## src/rtl/ost_pkg.sv

```systemverilog
package ost_pkg;
  typedef enum logic {
    MODE_ONCE   = 1'b0,
    MODE_RETRIG = 1'b1
  } retrig_mode_e;
endpackage

```

## src/rtl/ost_rst_sync.sv

```systemverilog
module ost_rst_sync #(
  parameter int STAGES = 2
) (
  input  logic clk,
  input  logic rst_n,
  output logic srst_n
);
  logic [STAGES-1:0] chain_q;
  logic [STAGES-1:0] chain_d;

  always_comb begin
    chain_d = {chain_q[STAGES-2:0], 1'b1};
  end

  always_ff @(posedge clk or negedge rst_n) begin
    if (!rst_n) chain_q <= '0;
    else        chain_q <= chain_d;
  end

  assign srst_n = chain_q[STAGES-1];
endmodule

```

## src/rtl/ost_sync.sv

```systemverilog
module ost_sync #(
  parameter int STAGES = 2,
  parameter int W      = 2
) (
  input  logic         clk,
  input  logic         srst_n,
  input  logic [W-1:0] d,
  output logic [W-1:0] q
);
  logic [W-1:0] stg_q [STAGES];

  generate
    for (genvar s = 0; s < STAGES; s++) begin : g_stage
      logic [W-1:0] stg_d;
      if (s == 0) begin : g_first
        always_comb stg_d = d;
      end else begin : g_rest
        always_comb stg_d = stg_q[s-1];
      end
      always_ff @(posedge clk or negedge srst_n) begin
        if (!srst_n) stg_q[s] <= '0;
        else         stg_q[s] <= stg_d;
      end
    end
  endgenerate

  assign q = stg_q[STAGES-1];
endmodule

```

## src/rtl/ost_trig.sv

```systemverilog
module ost_trig #(
  parameter int SYNC_STAGES = 2
) (
  input  logic clk,
  input  logic srst_n,
  input  logic rise_s,
  input  logic fall_n_s,
  output logic fire,
  output logic rdy
);
  localparam int PRIME = SYNC_STAGES + 1;

  logic             rise_d, fall_n_d;
  logic [PRIME-1:0] prime_q, prime_d;
  logic             rise_hit, fall_hit;

  always_comb begin
    prime_d  = {prime_q[PRIME-2:0], 1'b1};
    rise_hit = rise_s & ~rise_d & fall_n_s;
    fall_hit = fall_n_d & ~fall_n_s & ~rise_s;
  end

  always_ff @(posedge clk or negedge srst_n) begin
    if (!srst_n) begin
      rise_d   <= 1'b0;
      fall_n_d <= 1'b1;
      prime_q  <= '0;
    end else begin
      rise_d   <= rise_s;
      fall_n_d <= fall_n_s;
      prime_q  <= prime_d;
    end
  end

  assign rdy  = prime_q[PRIME-1];
  assign fire = rdy & (rise_hit | fall_hit);
endmodule

```

## src/rtl/ost_core.sv

```systemverilog
module ost_core
  import ost_pkg::*;
#(
  parameter int CNT_W = 16
) (
  input  logic             clk,
  input  logic             srst_n,
  input  logic             fire,
  input  retrig_mode_e     mode,
  input  logic [CNT_W-1:0] width,
  output logic             q
);
  logic             q_r, q_n;
  logic [CNT_W-1:0] cnt_r, cnt_n;
  logic             load, cnt_en;

  always_comb begin
    load   = fire & (~q_r | (mode == MODE_RETRIG));
    cnt_en = load | (q_r & (cnt_r != '0));
    q_n    = q_r;
    cnt_n  = cnt_r;
    if (load) begin
      q_n   = 1'b1;
      cnt_n = width;
    end else if (q_r) begin
      if (cnt_r == '0) q_n = 1'b0;
      else             cnt_n = cnt_r - 1'b1;
    end
  end

  always_ff @(posedge clk or negedge srst_n) begin
    if (!srst_n) q_r <= 1'b0;
    else         q_r <= q_n;
  end

  always_ff @(posedge clk or negedge srst_n) begin
    if (!srst_n)     cnt_r <= '0;
    else if (cnt_en) cnt_r <= cnt_n;
  end

  assign q = q_r;


  start_pulse_chk: assert property (@(posedge clk) disable iff (!srst_n)
    (fire && !q_r) |=> (q_r && cnt_r == $past(width)));

  retrig_reload_chk: assert property (@(posedge clk) disable iff (!srst_n)
    (fire && mode == MODE_RETRIG) |=> (q_r && cnt_r == $past(width)));

  once_ignore_chk: assert property (@(posedge clk) disable iff (!srst_n)
    (q_r && mode == MODE_ONCE && cnt_r != '0) |=> (q_r && cnt_r == $past(cnt_r) - 1'b1));

  pulse_end_chk: assert property (@(posedge clk) disable iff (!srst_n)
    (q_r && cnt_r == '0 && !(fire && mode == MODE_RETRIG)) |=> !q_r);
endmodule

```

## src/rtl/oneshot_timer.sv

```systemverilog
module oneshot_timer
  import ost_pkg::*;
#(
  parameter int CNT_W       = 16,
  parameter int SYNC_STAGES = 2,
  parameter int RST_STAGES  = 2
) (
  input  logic             clk,
  input  logic             rst_n,
  input  logic             trig_rise,
  input  logic             trig_fall_n,
  input  logic             retrig_en,
  input  logic [CNT_W-1:0] width,
  output logic             pulse,
  output logic             pulse_n
);
  logic         srst_n;
  logic [1:0]   trig_s;
  logic         fire, rdy, q;
  retrig_mode_e mode;

  assign mode = retrig_mode_e'(retrig_en);

  ost_rst_sync #(.STAGES(RST_STAGES)) u_rst (
    .clk(clk), .rst_n(rst_n), .srst_n(srst_n)
  );

  ost_sync #(.STAGES(SYNC_STAGES), .W(2)) u_sync (
    .clk(clk), .srst_n(srst_n), .d({trig_rise, trig_fall_n}), .q(trig_s)
  );

  ost_trig #(.SYNC_STAGES(SYNC_STAGES)) u_trig (
    .clk(clk), .srst_n(srst_n), .rise_s(trig_s[1]), .fall_n_s(trig_s[0]),
    .fire(fire), .rdy(rdy)
  );

  ost_core #(.CNT_W(CNT_W)) u_core (
    .clk(clk), .srst_n(srst_n), .fire(fire), .mode(mode), .width(width), .q(q)
  );

  assign pulse   = q;
  assign pulse_n = ~q;


  recovery_quiet_chk: assert property (@(posedge clk) disable iff (!srst_n)
    !rdy |=> !pulse);
endmodule

```

## config.mk

```make
export PLATFORM = sky130hd
export DESIGN_NAME = oneshot_timer
export DESIGN_NICKNAME = d
export VERILOG_FILES = /design/src/rtl/ost_pkg.sv /design/src/rtl/ost_rst_sync.sv /design/src/rtl/ost_sync.sv /design/src/rtl/ost_trig.sv /design/src/rtl/ost_core.sv /design/src/rtl/oneshot_timer.sv
export SDC_FILE = /design/constraint.sdc
export NUM_CORES = 1
export LEC_CHECK = 0
export CORE_MARGIN = 4
export CORE_UTILIZATION = 61
export DETAILED_ROUTE_END_ITERATION = 7
export DONT_BUFFER_PORTS = 1
export PLACE_DENSITY = 0.77
export SLEW_MARGIN = 40
export SYNTH_ARGS = -nofsm -noshare
export SYNTH_HDL_FRONTEND = slang
export SYNTH_SLANG_ARGS = --single-unit
```

## constraint.sdc

```tcl
create_clock -name clk -period 1.06 [get_ports clk]
set_input_delay 0.106 -clock clk [delete_from_list [all_inputs] [get_ports clk]]
set_output_delay 0.106 -clock clk [all_outputs]
set_load 0.02 [all_outputs]
```

==> results.md, run 1 <==
* Outcome: did not finish
* Failing step: clock tree synthesis
* Tool error message: [ERROR DPL-0038] Utilization greater than 100%, impossible to legalize
* Gpl congestion at just under 0.9
* # clock sinks at 28
* Cell Area, Placed at about 0.0017 mm²
* Die H at approximately 55 µm
* Synth Area in Compound Gates at 0.180
* Post-Syn Area at 0.00136 mm²
* CTS resizes at 25
* Die width at 55.1 µm
* Yosys top cell by area: dfrtp_1
* Yosys cell types at just over 40
* Ys flop type: dfrtp_1
* Syn Area/Cell at 9.96 µm²
* Xor/xnor share of the synthesized area at 0.0388
* Commonest cells post-synth: 27 x dfrtp_1, 20 x nand2_1, 7 x nor2_1, 7 x o21ai_0, 6 x nor3_1
* Mux share of post-synthesis cell area at 0.0148
* Adder-cell share of the synthesized area at 0.00923
* Simple-Gate Fraction of Synth Area at 0.200
* CTS root buf: clkbuf_4
* Top-area cell type share of the netlist area at 0.499
* Top-count cell post-synth: dfrtp_1
* H-tree depth at 1
* # IOs at 23
* Initial Utilization at 0.664
* Fraction of registers with async set/reset at 1.00
* Port bufs at 0
* Num CTS Buffers at 3
* Setup slack at placement at -0.569 ns
* Number of synthesized flops with an enable pin at 0
* Warnings, synthesis at 0
* # hold bufs at CTS at 21
* CTS max path bufs at 2
* Syn Inst Count at around 140
* # rows at 16
* Post-DP HPWL at roughly 2.6 mm
* Post-synthesis sequential area ratio at 0.518
* Ranking of synthesized cells by area: dfrtp_1 50%, nand2_1 5.5%, a211oi_1 2.8%, o21ai_0 2.6%, nor3_1 2.2%
* Main combinational cell family by area after synthesis: simple AND/OR/NAND/NOR gates
* # Post-CTS Setup Buffers at 6
* Flops & latches, synth at 28
-- kinds of logic after synthesis --
kind of cell    count (synthesis)
simple gates                   52
compound gates                 36
flops                          28
buf+inv                        10
xor+xnor                        6
mux                             2
fa+ha+maj                       1
other cells                     1
-- through the flow --
step           cells  setup TNS, ns
2_1_floorplan    137          -7.14
3_5_place_dp     197          -8.56
3_3_place_gp     197          -7.97
==> inputs of run 2 (changes only) <==
- CORE_AREA: default -> 4 4 65 67
- CORE_MARGIN: 4 -> default
- CORE_UTILIZATION: 61 -> default
- DIE_AREA: default -> 0 0 69 71
- PLACE_DENSITY: 0.77 -> default
- PLACE_DENSITY_LB_ADDON: default -> 0.15
==> results.md, run 2 <==
* Vias in the first global route at about 1,200
* Commonest non-fill, non-tap cell in the layout: buf_4
* Fin. Hold Viols at 0
* Yosys top cell by area: dfrtp_1
* Antenna violations before repair at 0
* Worst Path Arrival at 1.89 ns
* CP Buf/Inv Count at 2
* Die width at 69 µm (+25%)
* Number of synthesized flops with an enable pin at 0 (unchanged)
* Gpl congestion at 0.871 (-0.24%)
* First-pass GRT wire length at around 5.7 mm
* Share of layout cells above drive strength 1 at 0.458
* Final period util at 1.58
* Cell area after layout at approximately 0.0023 mm²
* Post-DP HPWL at 2.39 mm (-8.5%)
* Yosys cell types at 41 (unchanged)
* Max-cap violations at 0
* Power Internal at a little under 3 mW
* Core Box Area at 0.00363 mm²
* CTS root buf: clkbuf_8
* Peak supply drop at around 1.2 mV
* Post-synthesis sequential area ratio at 0.518 (unchanged)
* Top-count cell post-synth: dfrtp_1
* CP Cell Sequence: inv_2 > ha_4 > nand4bb_1 > nor4_2 > buf_4 > nand4_1 > xor2_1 > o21ai_1
* Sequential power share at 0.369
* CTS max path bufs at 2 (unchanged)
* Grt ovf at 0
* Most frequent cells in the layout: 39 x buf_4, 26 x dfrtp_1, 18 x dlygate4sd3_1
* Critical path required time at 1.28 ns
* Delay-heaviest family, CP: simple AND/OR/NAND/NOR gates
* Final worst slack at -0.611 ns
* Sw Share at 0.349
* Setup violators final at 19
* Commonest cells post-synth: 27 x dfrtp_1, 20 x nand2_1, 7 x nor2_1, 7 x o21ai_0, 6 x nor3_1
* Iter 0 DRT Violations at 50
* # rows at 22 (+6)
* Max FFs per register at 16
* Most flops, register: u_core.cnt_r
* Syn Area/Cell at 9.96 µm² (unchanged)
* Die ar. at 0.00490 mm²
* Crit Path Category: flip-flop to flip-flop
* Port bufs at 0 (unchanged)
* Fraction of registers with async set/reset at 1.00 (unchanged)
* Layout overhead on the synthesized area at 68.2%
* Clk_skew at between 0.007 and 0.008 ns
* Top-area cell type share of the netlist area at 0.499 (unchanged)
* Setup crit end kind: flip-flop
* Vias at 1,280
* Pin count of the biggest net entering global routing at 27
* Post-route minimum period at 1.67 ns
* Fmax achieved at 598 MHz
* Power per Cell Area at 1970 mW/mm²
* Finished Layout Cells at 251
* Pins Over Slew Limit at 0
* Slowest-stage cell, CP: dfrtp_1
* Critical Path Fanout Max at 3
* ANT cells at 0
* Pre-Repair DR Iteration Count at 4
* Clock power share at 0.189
* Syn Inst Count at 136 (unchanged)
* Filler instances at 306
* Final #Nets at around 230
* Tot GR Track Use at 0.144
* Max incr delay on CP at approximately 0.44 ns
* Unrepaired setup endpoints after global routing: yes
* Gate power share at 0.442
* Total wire length at 3.68 mm
* Clk slew on worst S/H paths at 0.10 ns
* Design Power at 4.49 mW
* # clock sinks at 28 (unchanged)
* Failing checks: negative setup slack
* Ranking of synthesized cells by area: dfrtp_1 50%, nand2_1 5.5%, a211oi_1 2.8%, o21ai_0 2.6%, nor3_1 2.2%
* NetSw at 1.57 mW
* Number of remaining DRC errors at 0
* Clk_lat worst skew at 0.28 ns
* Largest regs: u_core.cnt_r x16, u_trig.prime_q x3
* Outcome: finished, violations left
* Worst min path class: primary input to flip-flop
* Warnings, synthesis at 0 (unchanged)
* CTS tree: done
* Die H at 71 µm (+29%)
* H-tree depth at 1 (unchanged)
* Wire per inst at around 15 µm
* Num CTS Buffers at 3 (unchanged)
* # IOs at 23 (unchanged)
* Post-DRT Antenna Nets at 0
* Cell Area, Placed at 0.00174 mm² (about the same)
* Crit start category: flip-flop
* Flops & latches, synth at 28 (unchanged)
* P_leak at a little over 0.9 nW
* Post-Syn Area at 0.00136 mm² (unchanged)
* Ys flop type: dfrtp_1
* DP Cell Count at 218 (+11%)
* Drt via density at approximately 5.1
* Initial Utilization at 0.373 (-0.291)
==> run 2: routing by layer <==
layer,routed length [µm],GRT usage
met5,0,0
met4,44,0.0521
met3,115,0.0284
met2,1790,0.216
met1,1720,0.207
==> run 2: power groups by stage <==
stage	sequential (mW)	combinational [mW]	clock (mW)
floorplan	1.63	0.706	0
global placement	1.59	1.34	0
detailed placement	1.60	1.36	0
CTS	1.62	1.62	0.859
global route	1.70	2.14	0.915
finish	1.66	1.99	0.848
==> run 2: timing repair <==
action                     CTS  global route
pin swaps                   10            10
setup buffers                7             5
cloned                       0             0
resized for setup           12            35
setup endpoints to repair   18            19
hold buffers                18             0
hold endpoints to repair    19             0
==> run 2: logic make-up after synthesis <==
kind of cell    Yosys count  synth area share
mux                       2            0.0148
buf+inv                  10            0.0360
simple gates             52             0.200
fa+ha+maj                 1           0.00923
flops                    28             0.518
xor+xnor                  6            0.0388
other cells               1           0.00277
compound gates           36             0.180
==> run 2: path summary, 6_finish.rpt <==
path	from	end	slack [ns]	depth (start not counted)
max in group asynchronous	u_rst.chain_q[1]	u_trig.fall_n_d	0.52	1
worst max register to register	u_core.cnt_r[0]	u_core.cnt_r[12]	-0.61	8
min in group asynchronous	rst_n	u_rst.chain_q[0]	0.05	1
worst max-delay path	u_core.cnt_r[0]	u_core.cnt_r[12]	-0.61	8
worst min register to register	u_rst.chain_q[1]	u_core.cnt_r[14]	0.23	1
worst min-delay path	retrig_en	u_core.cnt_r[15]	0.002	2
==> run 2: cell type report <==
cell class / count / area [µm²] / area share
clock buffers: 3 / 41.3 / 0.0181
clock inverters: 1 / 30.0 / 0.0132
inverters: 4 / 18.8 / 0.00823
multi-input cells: 99 / 830 / 0.364
flip-flops and latches: 28 / 703 / 0.308
well taps: 48 / 60.1 / 0.0263
repair buffers: 68 / 597 / 0.262
==> run 2: per-stage QoR <==
step | hold WS (ns) | utilization | setup WS [ns] | setup TNS [ns]
after global placement | -0.190 | 0.478 | -0.638 | -8.80
final | 0.00194 | 0.627 | -0.611 | -8.09
after detailed placement | -0.190 | 0.478 | -0.586 | -8.77
after global routing | 0.00256 | 0.627 | -0.730 | -9.45
after CTS | 0.00701 | 0.575 | -0.584 | -8.74
after floorplan | -0.190 | - | -0.529 | -7.14
(Power assumes the default switching activity.)
